--- src/rtl/upm_pkg.sv ---
`timescale 1ns/1ps
package upm_pkg;
    localparam int DATA_W = 12;
    localparam int NBINS  = 6;
    localparam int BIN_W  = 3;
    localparam int POP_W  = $clog2(DATA_W + 1);

    typedef enum logic [2:0] {
        ST_IDLE,
        ST_ARMED,
        ST_POST,
        ST_BLIND,
        ST_DONE
    } mon_state_e;

    typedef struct packed {
        logic [DATA_W-1:0] code;
        logic              upset;
    } cap_entry_t;

    typedef struct packed {
        logic             upset;
        logic [BIN_W-1:0] mag_bin;
        logic [BIN_W-1:0] pop_bin;
    } verdict_t;

    // Duration in ns to a whole number of sample periods, rounded up, minimum 1.
    function automatic int ns_to_samples(input longint ns, input longint rate_hz);
        longint n;
        n = (ns * rate_hz + 64'd999_999_999) / 64'd1_000_000_000;
        if (n < 1) n = 1;
        return int'(n);
    endfunction

    function automatic logic [BIN_W-1:0] mag_bin_of(input logic [DATA_W-1:0] m);
        if (m >= DATA_W'(16))      return BIN_W'(5);
        else if (m >= DATA_W'(8))  return BIN_W'(4);
        else if (m >= DATA_W'(4))  return BIN_W'(3);
        else if (m >= DATA_W'(3))  return BIN_W'(2);
        else if (m >= DATA_W'(2))  return BIN_W'(1);
        else                       return BIN_W'(0);
    endfunction

    function automatic logic [BIN_W-1:0] pop_bin_of(input logic [POP_W-1:0] n);
        if (n >= POP_W'(6))      return BIN_W'(5);
        else if (n == '0)        return BIN_W'(0);
        else                     return BIN_W'(n - POP_W'(1));
    endfunction
endpackage

--- src/rtl/upm_classify.sv ---
`timescale 1ns/1ps
module upm_classify
    import upm_pkg::*;
(
    input  logic              clk,
    input  logic              rst,
    input  logic [DATA_W-1:0] code,
    input  logic              expect_ones,
    input  logic              thr_ge1,
    output verdict_t          verdict
);
    logic [DATA_W-1:0] ref_code;
    logic [DATA_W-1:0] flips;
    logic [DATA_W-1:0] mag;
    logic [POP_W-1:0]  nflip;

    always_comb begin
        ref_code        = {DATA_W{expect_ones}};
        flips           = code ^ ref_code;
        mag             = expect_ones ? ~code : code;
        nflip           = POP_W'($countones(flips));
        verdict.upset   = thr_ge1 ? (mag != '0) : (mag > DATA_W'(1));
        verdict.mag_bin = mag_bin_of(mag);
        verdict.pop_bin = pop_bin_of(nflip);
    end

    // an upset always has at least one flipped bit
    a_r2_upset_has_flips: assert property (@(posedge clk) disable iff (rst)
        verdict.upset |-> (nflip != '0));

    // magnitude bin index stays within the six bins
    a_r3_bin_in_range: assert property (@(posedge clk) disable iff (rst)
        verdict.mag_bin <= BIN_W'(NBINS - 1));
endmodule

--- src/rtl/upm_bins.sv ---
`timescale 1ns/1ps
module upm_bins
    import upm_pkg::*;
#(
    parameter int HIST_W = 16
) (
    input  logic                    clk,
    input  logic                    rst,
    input  logic                    clr,
    input  logic                    inc,
    input  logic [BIN_W-1:0]        idx,
    output logic [NBINS*HIST_W-1:0] flat
);
    logic [HIST_W-1:0] cnt_q [NBINS];

    for (genvar b = 0; b < NBINS; b++) begin : g_bin
        always_ff @(posedge clk) begin
            if (rst || clr) begin
                cnt_q[b] <= '0;
            end else if (inc && idx == BIN_W'(b) && cnt_q[b] != '1) begin
                cnt_q[b] <= cnt_q[b] + 1'b1;
            end
        end
        assign flat[b*HIST_W +: HIST_W] = cnt_q[b];

        // bins never wrap back to a smaller value
        a_r10_bin_no_wrap: assert property (@(posedge clk) disable iff (rst)
            !clr |=> cnt_q[b] >= $past(cnt_q[b]));
    end
endmodule

--- src/rtl/upm_capture.sv ---
`timescale 1ns/1ps
module upm_capture
    import upm_pkg::*;
#(
    parameter int PRE_N  = 1,
    parameter int POST_N = 3,
    parameter int CAP_N  = 5,
    parameter int ADDR_W = 3,
    parameter int PIDX_W = 2
) (
    input  logic              clk,
    input  logic              rst,
    input  logic              clr,
    input  logic              shift,
    input  logic [DATA_W-1:0] code,
    input  logic              upset,
    input  logic              trig,
    input  logic              post_wr,
    input  logic [PIDX_W-1:0] post_idx,
    input  logic [ADDR_W-1:0] rd_addr,
    output logic [DATA_W-1:0] rd_code,
    output logic              rd_upset,
    output logic              pre_err
);
    cap_entry_t hist_q [PRE_N];
    cap_entry_t cap_q  [CAP_N];
    logic       hist_any;
    cap_entry_t rd_ent;

    always_ff @(posedge clk) begin
        if (rst || clr) begin
            for (int i = 0; i < PRE_N; i++) hist_q[i] <= '0;
        end else if (shift) begin
            hist_q[0] <= '{code: code, upset: upset};
            for (int i = 1; i < PRE_N; i++) hist_q[i] <= hist_q[i-1];
        end
    end

    always_comb begin
        hist_any = 1'b0;
        for (int i = 0; i < PRE_N; i++) hist_any = hist_any | hist_q[i].upset;
    end

    always_ff @(posedge clk) begin
        if (rst || clr) begin
            for (int i = 0; i < CAP_N; i++) cap_q[i] <= '0;
            pre_err <= 1'b0;
        end else if (trig) begin
            for (int i = 0; i < PRE_N; i++) cap_q[i] <= hist_q[PRE_N-1-i];
            cap_q[PRE_N] <= '{code: code, upset: 1'b1};
            pre_err      <= hist_any;
        end else if (post_wr) begin
            for (int k = 0; k < POST_N; k++) begin
                if (post_idx == PIDX_W'(k)) cap_q[PRE_N+1+k] <= '{code: code, upset: upset};
            end
        end
    end

    always_comb begin
        rd_ent = '0;
        for (int k = 0; k < CAP_N; k++) begin
            if (rd_addr == ADDR_W'(k)) rd_ent = cap_q[k];
        end
        rd_code  = rd_ent.code;
        rd_upset = rd_ent.upset;
    end

    // the pre-trigger flag can only be raised by a trigger
    a_r8_preflag_from_trig: assert property (@(posedge clk) disable iff (rst)
        $rose(pre_err) |-> $past(trig));
endmodule

--- src/rtl/upm_ctrl.sv ---
`timescale 1ns/1ps
module upm_ctrl
    import upm_pkg::*;
#(
    parameter int POST_N    = 3,
    parameter int REARM_N   = 6,
    parameter int LIM_W     = 16,
    parameter int HIST_W    = 16,
    parameter int DEF_LIMIT = 100,
    parameter int PIDX_W    = 2,
    parameter int BL_W      = 3
) (
    input  logic              clk,
    input  logic              rst,
    input  logic              start,
    input  logic              valid,
    input  logic              upset,
    input  logic [LIM_W-1:0]  limit,
    output logic              trig,
    output logic              post_wr,
    output logic [PIDX_W-1:0] post_idx,
    output logic              shift,
    output logic [LIM_W-1:0]  err_count,
    output logic [HIST_W-1:0] multi_count,
    output logic              cap_valid,
    output logic              cap_multi,
    output logic              done
);
    mon_state_e        state;
    logic [PIDX_W-1:0] post_cnt;
    logic [BL_W-1:0]   blind_cnt;
    logic              done_pend;
    logic [LIM_W-1:0]  eff_limit;
    logic [LIM_W:0]    cnt_next;
    logic              running;

    always_comb begin
        eff_limit = (limit == '0) ? LIM_W'(DEF_LIMIT) : limit;
        cnt_next  = {1'b0, err_count} + 1'b1;
        running   = (state == ST_ARMED) || (state == ST_POST) || (state == ST_BLIND);
        trig      = valid && !start && (state == ST_ARMED) && upset;
        post_wr   = valid && !start && (state == ST_POST);
        shift     = valid && !start && running;
        post_idx  = post_cnt;
        done      = (state == ST_DONE);
    end

    always_ff @(posedge clk) begin
        if (rst) begin
            state       <= ST_IDLE;
            post_cnt    <= '0;
            blind_cnt   <= '0;
            done_pend   <= 1'b0;
            err_count   <= '0;
            multi_count <= '0;
            cap_valid   <= 1'b0;
            cap_multi   <= 1'b0;
        end else if (start) begin
            state       <= ST_ARMED;
            post_cnt    <= '0;
            blind_cnt   <= '0;
            done_pend   <= 1'b0;
            err_count   <= '0;
            multi_count <= '0;
            cap_valid   <= 1'b0;
            cap_multi   <= 1'b0;
        end else if (valid) begin
            case (state)
                ST_ARMED: begin
                    if (upset) begin
                        if (err_count != '1) err_count <= err_count + 1'b1;
                        done_pend <= (cnt_next >= {1'b0, eff_limit});
                        state     <= ST_POST;
                        post_cnt  <= '0;
                        cap_valid <= 1'b0;
                        cap_multi <= 1'b0;
                    end
                end
                ST_POST: begin
                    if (post_cnt == '0 && upset) begin
                        if (multi_count != '1) multi_count <= multi_count + 1'b1;
                        cap_multi <= 1'b1;
                    end
                    if (post_cnt == PIDX_W'(POST_N - 1)) begin
                        cap_valid <= 1'b1;
                        blind_cnt <= '0;
                        state     <= done_pend ? ST_DONE : ST_BLIND;
                    end else begin
                        post_cnt <= post_cnt + 1'b1;
                    end
                end
                ST_BLIND: begin
                    if (blind_cnt == BL_W'(REARM_N - 1)) state <= ST_ARMED;
                    else blind_cnt <= blind_cnt + 1'b1;
                end
                default: ;
            endcase
        end
    end

    a_r1_start_clears: assert property (@(posedge clk) disable iff (rst)
        start |=> (err_count == '0) && !cap_valid && !done);

    a_r6_blind_no_count: assert property (@(posedge clk) disable iff (rst)
        (state == ST_BLIND && !start) |=> err_count == $past(err_count));

    a_r9_done_holds: assert property (@(posedge clk) disable iff (rst)
        (done && !start) |=> done && (err_count == $past(err_count)));

    a_r7_multi_le_err: assert property (@(posedge clk) disable iff (rst)
        32'(multi_count) <= 32'(err_count));

    a_r5_window_completes_in_post: assert property (@(posedge clk) disable iff (rst)
        $rose(cap_valid) |-> $past(state == ST_POST));
endmodule

--- src/rtl/upset_monitor.sv ---
`timescale 1ns/1ps
module upset_monitor
    import upm_pkg::*;
#(
    parameter longint SAMPLE_HZ = 400_000,
    parameter longint PRE_NS    = 2_500,
    parameter longint POST_NS   = 7_500,
    parameter longint REARM_NS  = 15_000,
    parameter int     LIM_W     = 16,
    parameter int     HIST_W    = 16,
    parameter int     DEF_LIMIT = 100,
    localparam int    PRE_N     = ns_to_samples(PRE_NS, SAMPLE_HZ),
    localparam int    POST_N    = ns_to_samples(POST_NS, SAMPLE_HZ),
    localparam int    REARM_N   = ns_to_samples(REARM_NS, SAMPLE_HZ),
    localparam int    CAP_N     = PRE_N + 1 + POST_N,
    localparam int    ADDR_W    = $clog2(CAP_N)
) (
    input  logic                    clk,
    input  logic                    rst,
    input  logic                    start,
    input  logic                    cfg_expect_ones,
    input  logic                    cfg_thr_ge1,
    input  logic [LIM_W-1:0]        cfg_err_limit,
    input  logic                    smp_valid,
    input  logic [DATA_W-1:0]       smp_data,
    input  logic [ADDR_W-1:0]       cap_rd_addr,
    output logic [DATA_W-1:0]       cap_rd_data,
    output logic                    cap_rd_err,
    output logic                    cap_valid,
    output logic                    cap_pre_err,
    output logic                    cap_multi,
    output logic [LIM_W-1:0]        err_count,
    output logic [HIST_W-1:0]       multi_count,
    output logic [NBINS*HIST_W-1:0] mag_hist,
    output logic [NBINS*HIST_W-1:0] bits_hist,
    output logic                    done
);
    localparam int PIDX_W = $clog2(POST_N + 1);
    localparam int BL_W   = $clog2(REARM_N + 1);

    verdict_t          verdict;
    logic              trig;
    logic              post_wr;
    logic [PIDX_W-1:0] post_idx;
    logic              shift;

    upm_classify u_classify (
        .clk         (clk),
        .rst         (rst),
        .code        (smp_data),
        .expect_ones (cfg_expect_ones),
        .thr_ge1     (cfg_thr_ge1),
        .verdict     (verdict)
    );

    upm_ctrl #(
        .POST_N    (POST_N),
        .REARM_N   (REARM_N),
        .LIM_W     (LIM_W),
        .HIST_W    (HIST_W),
        .DEF_LIMIT (DEF_LIMIT),
        .PIDX_W    (PIDX_W),
        .BL_W      (BL_W)
    ) u_ctrl (
        .clk         (clk),
        .rst         (rst),
        .start       (start),
        .valid       (smp_valid),
        .upset       (verdict.upset),
        .limit       (cfg_err_limit),
        .trig        (trig),
        .post_wr     (post_wr),
        .post_idx    (post_idx),
        .shift       (shift),
        .err_count   (err_count),
        .multi_count (multi_count),
        .cap_valid   (cap_valid),
        .cap_multi   (cap_multi),
        .done        (done)
    );

    upm_capture #(
        .PRE_N  (PRE_N),
        .POST_N (POST_N),
        .CAP_N  (CAP_N),
        .ADDR_W (ADDR_W),
        .PIDX_W (PIDX_W)
    ) u_capture (
        .clk      (clk),
        .rst      (rst),
        .clr      (start),
        .shift    (shift),
        .code     (smp_data),
        .upset    (verdict.upset),
        .trig     (trig),
        .post_wr  (post_wr),
        .post_idx (post_idx),
        .rd_addr  (cap_rd_addr),
        .rd_code  (cap_rd_data),
        .rd_upset (cap_rd_err),
        .pre_err  (cap_pre_err)
    );

    upm_bins #(.HIST_W(HIST_W)) u_mag_bins (
        .clk  (clk),
        .rst  (rst),
        .clr  (start),
        .inc  (trig),
        .idx  (verdict.mag_bin),
        .flat (mag_hist)
    );

    upm_bins #(.HIST_W(HIST_W)) u_pop_bins (
        .clk  (clk),
        .rst  (rst),
        .clr  (start),
        .inc  (trig),
        .idx  (verdict.pop_bin),
        .flat (bits_hist)
    );
endmodule

--- config.mk ---
export PLATFORM = sky130hd
export DESIGN_NAME = upset_monitor
export DESIGN_NICKNAME = d
export VERILOG_FILES = /design/src/rtl/upm_pkg.sv /design/src/rtl/upm_classify.sv /design/src/rtl/upm_bins.sv /design/src/rtl/upm_capture.sv /design/src/rtl/upm_ctrl.sv /design/src/rtl/upset_monitor.sv
export SDC_FILE = /design/constraint.sdc
export NUM_CORES = 1
export LEC_CHECK = 0
export ABC_AREA = 1
export BUFFER_PORTS_ARGS = -buffer_cell sky130_fd_sc_hd__buf_4
export CAP_MARGIN = 20
export CORE_ASPECT_RATIO = 2
export CORE_MARGIN = 8
export CORE_UTILIZATION = 30
export CTS_BUF_LIST = sky130_fd_sc_hd__clkbuf_8
export CTS_CLUSTER_SIZE = 40
export DETAILED_ROUTE_END_ITERATION = 10
export GPL_ROUTABILITY_DRIVEN = 0
export PLACE_DENSITY_LB_ADDON = 0.25
export SLEW_MARGIN = 5
export SYNTH_ARGS = -nofsm -noshare
export SYNTH_HDL_FRONTEND = slang
export SYNTH_SLANG_ARGS = --single-unit
--- constraint.sdc ---
create_clock -name clk -period 6.05 [get_ports clk]
set_input_delay 0.605 -clock clk [delete_from_list [all_inputs] [get_ports clk]]
set_output_delay 0.605 -clock clk [all_outputs]
set_load 0.05 [all_outputs]
After elaboration in Yosys (flattened, before gate mapping)
Memories as Yosys holds them, arrays and structs flattened.
Cells that the tools add are included.
{ "totals": {"out_inout_bits": 241, "register_bits": 44, "in_bits": 37, "wordCells": 282, "ramBits": 270, "memories": 4} }
{ "memory_table": {"columns": ["memory", "words", "word_bits", "rd", "rd_ports_with_merged_regs", "write_ports", "line", "source"], "rows": [
  ["u_mag_bins.cnt_q", 6, 16, 6, 0, 6, "upm_bins.sv:14", "logic [HIST_W-1:0] cnt_q [NBINS];"],
  ["u_pop_bins.cnt_q", 6, 16, 6, 0, 6, "upm_bins.sv:14", null],
  ["u_capture.cap_q", 5, 13, 5, 0, 5, "upm_capture.sv:26", "cap_entry_t cap_q [CAP_N];"],
  ["u_capture.hist_q", 1, 13, 1, 0, 1, "upm_capture.sv:25", "cap_entry_t hist_q [PRE_N];"]
]} }
{ "classes": {"reduce_logical": 57, "eq_ne": 44, "magnitude_cmp": 8, "n_mux": 111, "add_sub_neg": 29, "bitwise": 19} }
{ "op_table": {"columns": ["operator", "count"], "rows": [
  ["$add 16x1->16 const B", 14],
  ["$ne 16x16->1 const B", 14],
  ["$mux 16", 13],
  ["$mux 13", 11],
  ["$mux 1", 67],
  ["$mux 3", 12],
  ["$logic_and 1x1->1", 30],
  ["$eq 3x2->1 const B", 8],
  ["$ge 12x2->1 const B", 2],
  ["$reduce_and 4->1", 6],
  ["$eq 3x3->1 const B", 7],
  ["$add 4x4->4", 5],
  ["$add 16x1->17 const B", 1],
  ["$ge 17x16->1", 1],
  ["$or 1x1->1", 17],
  ["$logic_not 16->1", 1],
  ["$reduce_or 13->1", 1],
  ["$add 1x1->2", 6],
  ["$eq 3x1->1 const B", 4],
  ["$ge 12x3->1 const B", 1],
  ["$ge 12x4->1 const B", 1],
  ["$ge 12x5->1 const B", 1],
  ["$gt 12x1->1 const B", 1],
  ["$mux 12", 1],
  ["other kinds (29)", 43]
]} }

Longest topological paths before layout
{ "logic_depth": {"word_depth": 15, "mapped_depth": 23, "mapped_depth_nobuf": 21} }

Cells and area by module
A second synthesis with hierarchy kept.
{ "hier_totals": {"hier_cells": 2238, "area_unflattened_um2": 18541.5} }
{ "modules_own_cells": {"columns": ["mod", "n_inst", "seq_area_each_um2", "area_per_inst_um2", "cells_each"], "rows": [
  ["upm_bins", 2, 2882.8, 5780.5, 702],
  ["upm_capture", 1, 2362.3, 3331.9, 289],
  ["upm_ctrl", 1, 860.8, 2960.3, 442],
  ["upm_classify", 1, 0.0, 688.2, 103]
]} }

Worst setup path before layout
No wires, ideal clock.
{ "synth_timing": {"path_type": "input -> register", "from": "input cfg_expect_ones", "to": "memory u_pop_bins.cnt_q[5][0] (netlist: u_pop_bins.cnt_q[2][16]) (enable)", "arrival_ns": 4.891, "slack_ns": 0.787, "setup_ns": 0.372, "cell_stages": 19, "t_required_ns": 5.678, "n_path_buf": 1, "path_cell_list": "inv_2 -> buf_6 -> nand2_1 -> nand2_2 -> ha_1 -> fa_1 -> inv_1 -> fa_1 -> fa_1 -> inv_1 -> ha_1 -> fa_1 -> inv_1 -> ha_1 -> or2_2 -> nand3_1 -> a21boi_0 -> nand2_1 -> nand2_1"} }
{ "synth_rtl": {"columns": ["item", "line", "source"], "rows": [
  ["start: declaration", "upset_monitor.sv:21", "input logic cfg_expect_ones,"],
  ["end: declaration", "upm_bins.sv:14", null]
]} }

==> flow_summary.yaml <==
timing:
  tns_ps: 0
  setup_viol: 0
  period_needed_ps: 5180
  fmax_mhz: 193
  fin_worst_skew_ps: 16.7
  worstMarginPinSlew_ps: 1070
  layout_setup_ws_ps: 871
  grt_setup_unrepaired: "no"
  relSlewSlack: 0.284
  hold_violations: 0
  finalCritPeriodShare: 0.856
  slew_violations: 0
clock_network:
  ctsResizeCount: 0
  holdBufCountCts: 0
  root_buffer: "clkbuf_8"
  cts_tree: "built"
  postCtsSetupBuffers: 0
  worst_skew_pair.late_latency_ps: 610
  clock-sinks: 314
  htree_levels: 2
  ctsLongestPathBuffers: 3
  cts_buffers: 49
  clk_pin_slew_worst_paths_ps: 80
pwr:
  comb_power_share: 0.219
  clkPwrFrac: 0.320
  p_int_w: 0.00371
  ir_drop_mv: 0.176
  powerDensity_mw_per_mm2: 259
  p_switching_w: 0.00185
  p_seq_frac: 0.461
  sw_frac_of_total: 0.333
  p_leak_nw: 9.00
routing:
  drc_errors: 0
  num_vias: 13800
  routed_via_density: 4.58
  routed_wirelength_mm: 49.9
  drtIter0Drc: 568
  drt-pass1-iter-count: 5
  ant_nets: 0
  wl_per_cell_um: 16.6
setup_path:
  critPathArrivalTime_ps: 5630
  start_kind: "input port"
  required_ps: 6500
  regToRegEndpoint: "u_ctrl.done_pend"
  timing.rr.start: "u_ctrl.err_count[4]"
  endpoint_kind: "flip-flop"
  crit_type: "in2reg"
  r2r_slack_ps: 2970
  path_max_fanout: 16
  r2r.worst_path.cells: 15
floorplan:
  die-width_um: 187
  initial_core_util: 0.303
  die_area_sq_mm: 0.0670
  fp-row-count: 125
  io_pins: 278
  fp.dieH_um: 358
  core_area_sq_mm: 0.0580
grt:
  grt_pass1_wl_mm: 78.0
  grt.total_usage: 0.145
  gr-total-overflow: 0
  grt_pass1_vias: 14300
  antenna_found_initial: 2
  grt_max_degree: 49
synth:
  yosys.area.top_type_share: 0.462
  syn_avg_cell_area_sq_um: 9.24
  synth_flop_cell: "edfxtp_1"
  ys_seq_area_frac: 0.512
  synth_edf_count: 270
  synth_area_leaders: "edfxtp_1 46%, nand2_1 7.0%, xor2_1 6.1%"
  synth-warning-count: 0
  yosysTopAreaCell: "edfxtp_1"
  mappedNetlistNets: 2003
  ys_seq_elements: 314
  synthArstFlopShare: 0
  synthCells: 1900
  synthDistinctLibCells: 49
  syn_area_sq_mm: 0.0176
status:
  status: "finished clean"
worst_hold_path:
  hold_end: "u_ctrl.state[0]"
  whs_path_depth: 4
  min_from: "rst"
  hp-class: "in2reg"
place:
  io_buffers: 277
  dp.cells: 2914
  dp_hpwl_mm: 38.5
  pre_cts_ws_ps: 188
layout:
  syn_to_final_growth_pct: 22.1
  n_fill_cell: 5905
  layout-drive-gt1-share: 0.198
  layout.nets: 2306
  fin_cells: 3004
  utilization: 0.369
flow_run:
  cap_violations: 0
[synthesized netlist by cell type, types with 4 or more instances]
| cell | instances |
|---|---|
| nor3_1 | 40 |
| dfxtp_1 | 44 |
| nor4_1 | 5 |
| clkbuf_1 | 13 |
| nor2_1 | 280 |
| a221oi_1 | 5 |
| nor2_2 | 25 |
| nand2_2 | 13 |
| buf_2 | 15 |
| a21oi_1 | 65 |
| ha_1 | 59 |
| nor3b_1 | 4 |
| buf_6 | 5 |
| fa_1 | 7 |
| inv_1 | 257 |
| nor2_4 | 12 |
| and3_1 | 5 |
| nand3b_1 | 6 |
| nand3_2 | 8 |
| or2_2 | 10 |
| inv_2 | 4 |
| nand2_1 | 328 |
| nand4_1 | 46 |
| o21ai_0 | 28 |
| xnor2_1 | 56 |
| xor2_1 | 123 |
| o21a_1 | 4 |
| nand3_1 | 122 |
| a31oi_1 | 10 |
| edfxtp_1 | 270 |
[power groups by stage]
stage | clock network, W | registers (W) | logic (W)
finish | 0.00178 | 0.00256 | 0.00122
global route | 0.00194 | 0.00258 | 0.00135
CTS | 0.00187 | 0.00257 | 0.00124
detailed placement | 0 | 0.00261 | 0.00123
global placement | 0 | 0.00261 | 0.00122
floorplan | 0 | 0.00284 | 0.000569
[sequential cells by signal, indices dropped and copies added (netlist names)]
signal,cells
u_pop_bins.cnt_q,96
u_ctrl.multi_count,16
u_ctrl.post_idx,2
u_ctrl.state,3
u_capture.hist_q,13
u_capture.cap_q,65
u_mag_bins.cnt_q,96
u_ctrl.blind_cnt,3
u_ctrl.cap_multi,1
u_ctrl.cap_valid,1
u_ctrl.err_count,16
u_ctrl.done_pend,1
u_capture.pre_err,1
[metrics by stage]
step	instance area (sq um)	hold WS, ps	power [W]
floorplan	17600	457	0.00341
global placement	20500	468	0.00382
detailed placement	20500	484	0.00385
CTS	21400	220	0.00569
global route	21400	260	0.00586
finish	21400	291	0.00556
[placed cells by master, fill, tap and decap left out, types with 5 or more instances in the layout]
cell type  synthesis  layout
nand2_1          328     328
nand3b_1           6       6
inv_1            257     280
xnor2_1           56      56
nor2_2            25      25
buf_4              2     290
nor3_1            40      39
nand3_2            8       8
and3_1             5       5
nand2_2           13      13
nand3_1          122     122
ha_1              59      59
nor2_4            12      13
nor4_1             5       5
a21oi_1           65      65
clkbuf_8           0      53
fa_1               7       7
edfxtp_1         270     270
o21ai_0           28      28
a221oi_1           5       5
a31oi_1           10      10
nand4_1           46      46
xor2_1           123     123
nor2_1           280     279
dfxtp_1           44      44
or2_2             10      10
[routing by layer]
metal,track usage,wire [um]
met1,0.145,18200
met2,0.271,26100
met3,0.0502,3880
met4,0.0593,1710
met5,0,13
[how the worst max path moves through the flow]
| stage | startpoint | endpoint | slack [ps] |
|---|---|---|---|
| after detailed placement | cfg_expect_ones | u_pop_bins.cnt_q[2][26] | 190 |
| after global placement | cfg_expect_ones | u_pop_bins.cnt_q[1][14] | 310 |
| after CTS | cfg_expect_ones | u_pop_bins.cnt_q[2][31] | 840 |
| after floorplan | cfg_expect_ones | u_pop_bins.cnt_q[2][16] | 790 |
| final | cfg_expect_ones | u_pop_bins.cnt_q[2][26] | 870 |
| after global routing | cfg_expect_ones | u_pop_bins.cnt_q[2][29] | 530 |
[worst max-delay path: stages]
cell,delay [ps]
buf_4,180
inv_2,140
nand2_1,100
nand2_1,110
ha_1,350
fa_1,540
inv_1,60
fa_1,490
fa_1,530
inv_1,40
ha_1,210
fa_1,550
inv_1,60
ha_1,180
or2_2,300
nand3_1,290
a21boi_0,330
nand3_2,330
nor2_1,200
[cell families (layout without fill, tap and decap cells)]
family	Yosys count	count (layout)	share of synthesized area
other cells	0	1	0
fa+ha+maj	66	66	0.0500
buf+inv	301	642	0.0691
compound gates	122	122	0.0391
flops	314	314	0.512
simple gates	918	918	0.240
xor+xnor	179	179	0.0893
[final cells by class]
class | instances | area (sq um) | area share
antenna | 1 | 2.50 | 0.000117
timing repair buffer | 291 | 2200 | 0.103
multi-input combinational | 1285 | 7360 | 0.344
clock inverter | 36 | 209 | 0.00975
tap | 762 | 953 | 0.0445
clock buffer | 53 | 729 | 0.0340
inverter | 262 | 986 | 0.0460
sequential | 314 | 8990 | 0.419
(Power assumes the default switching activity.)
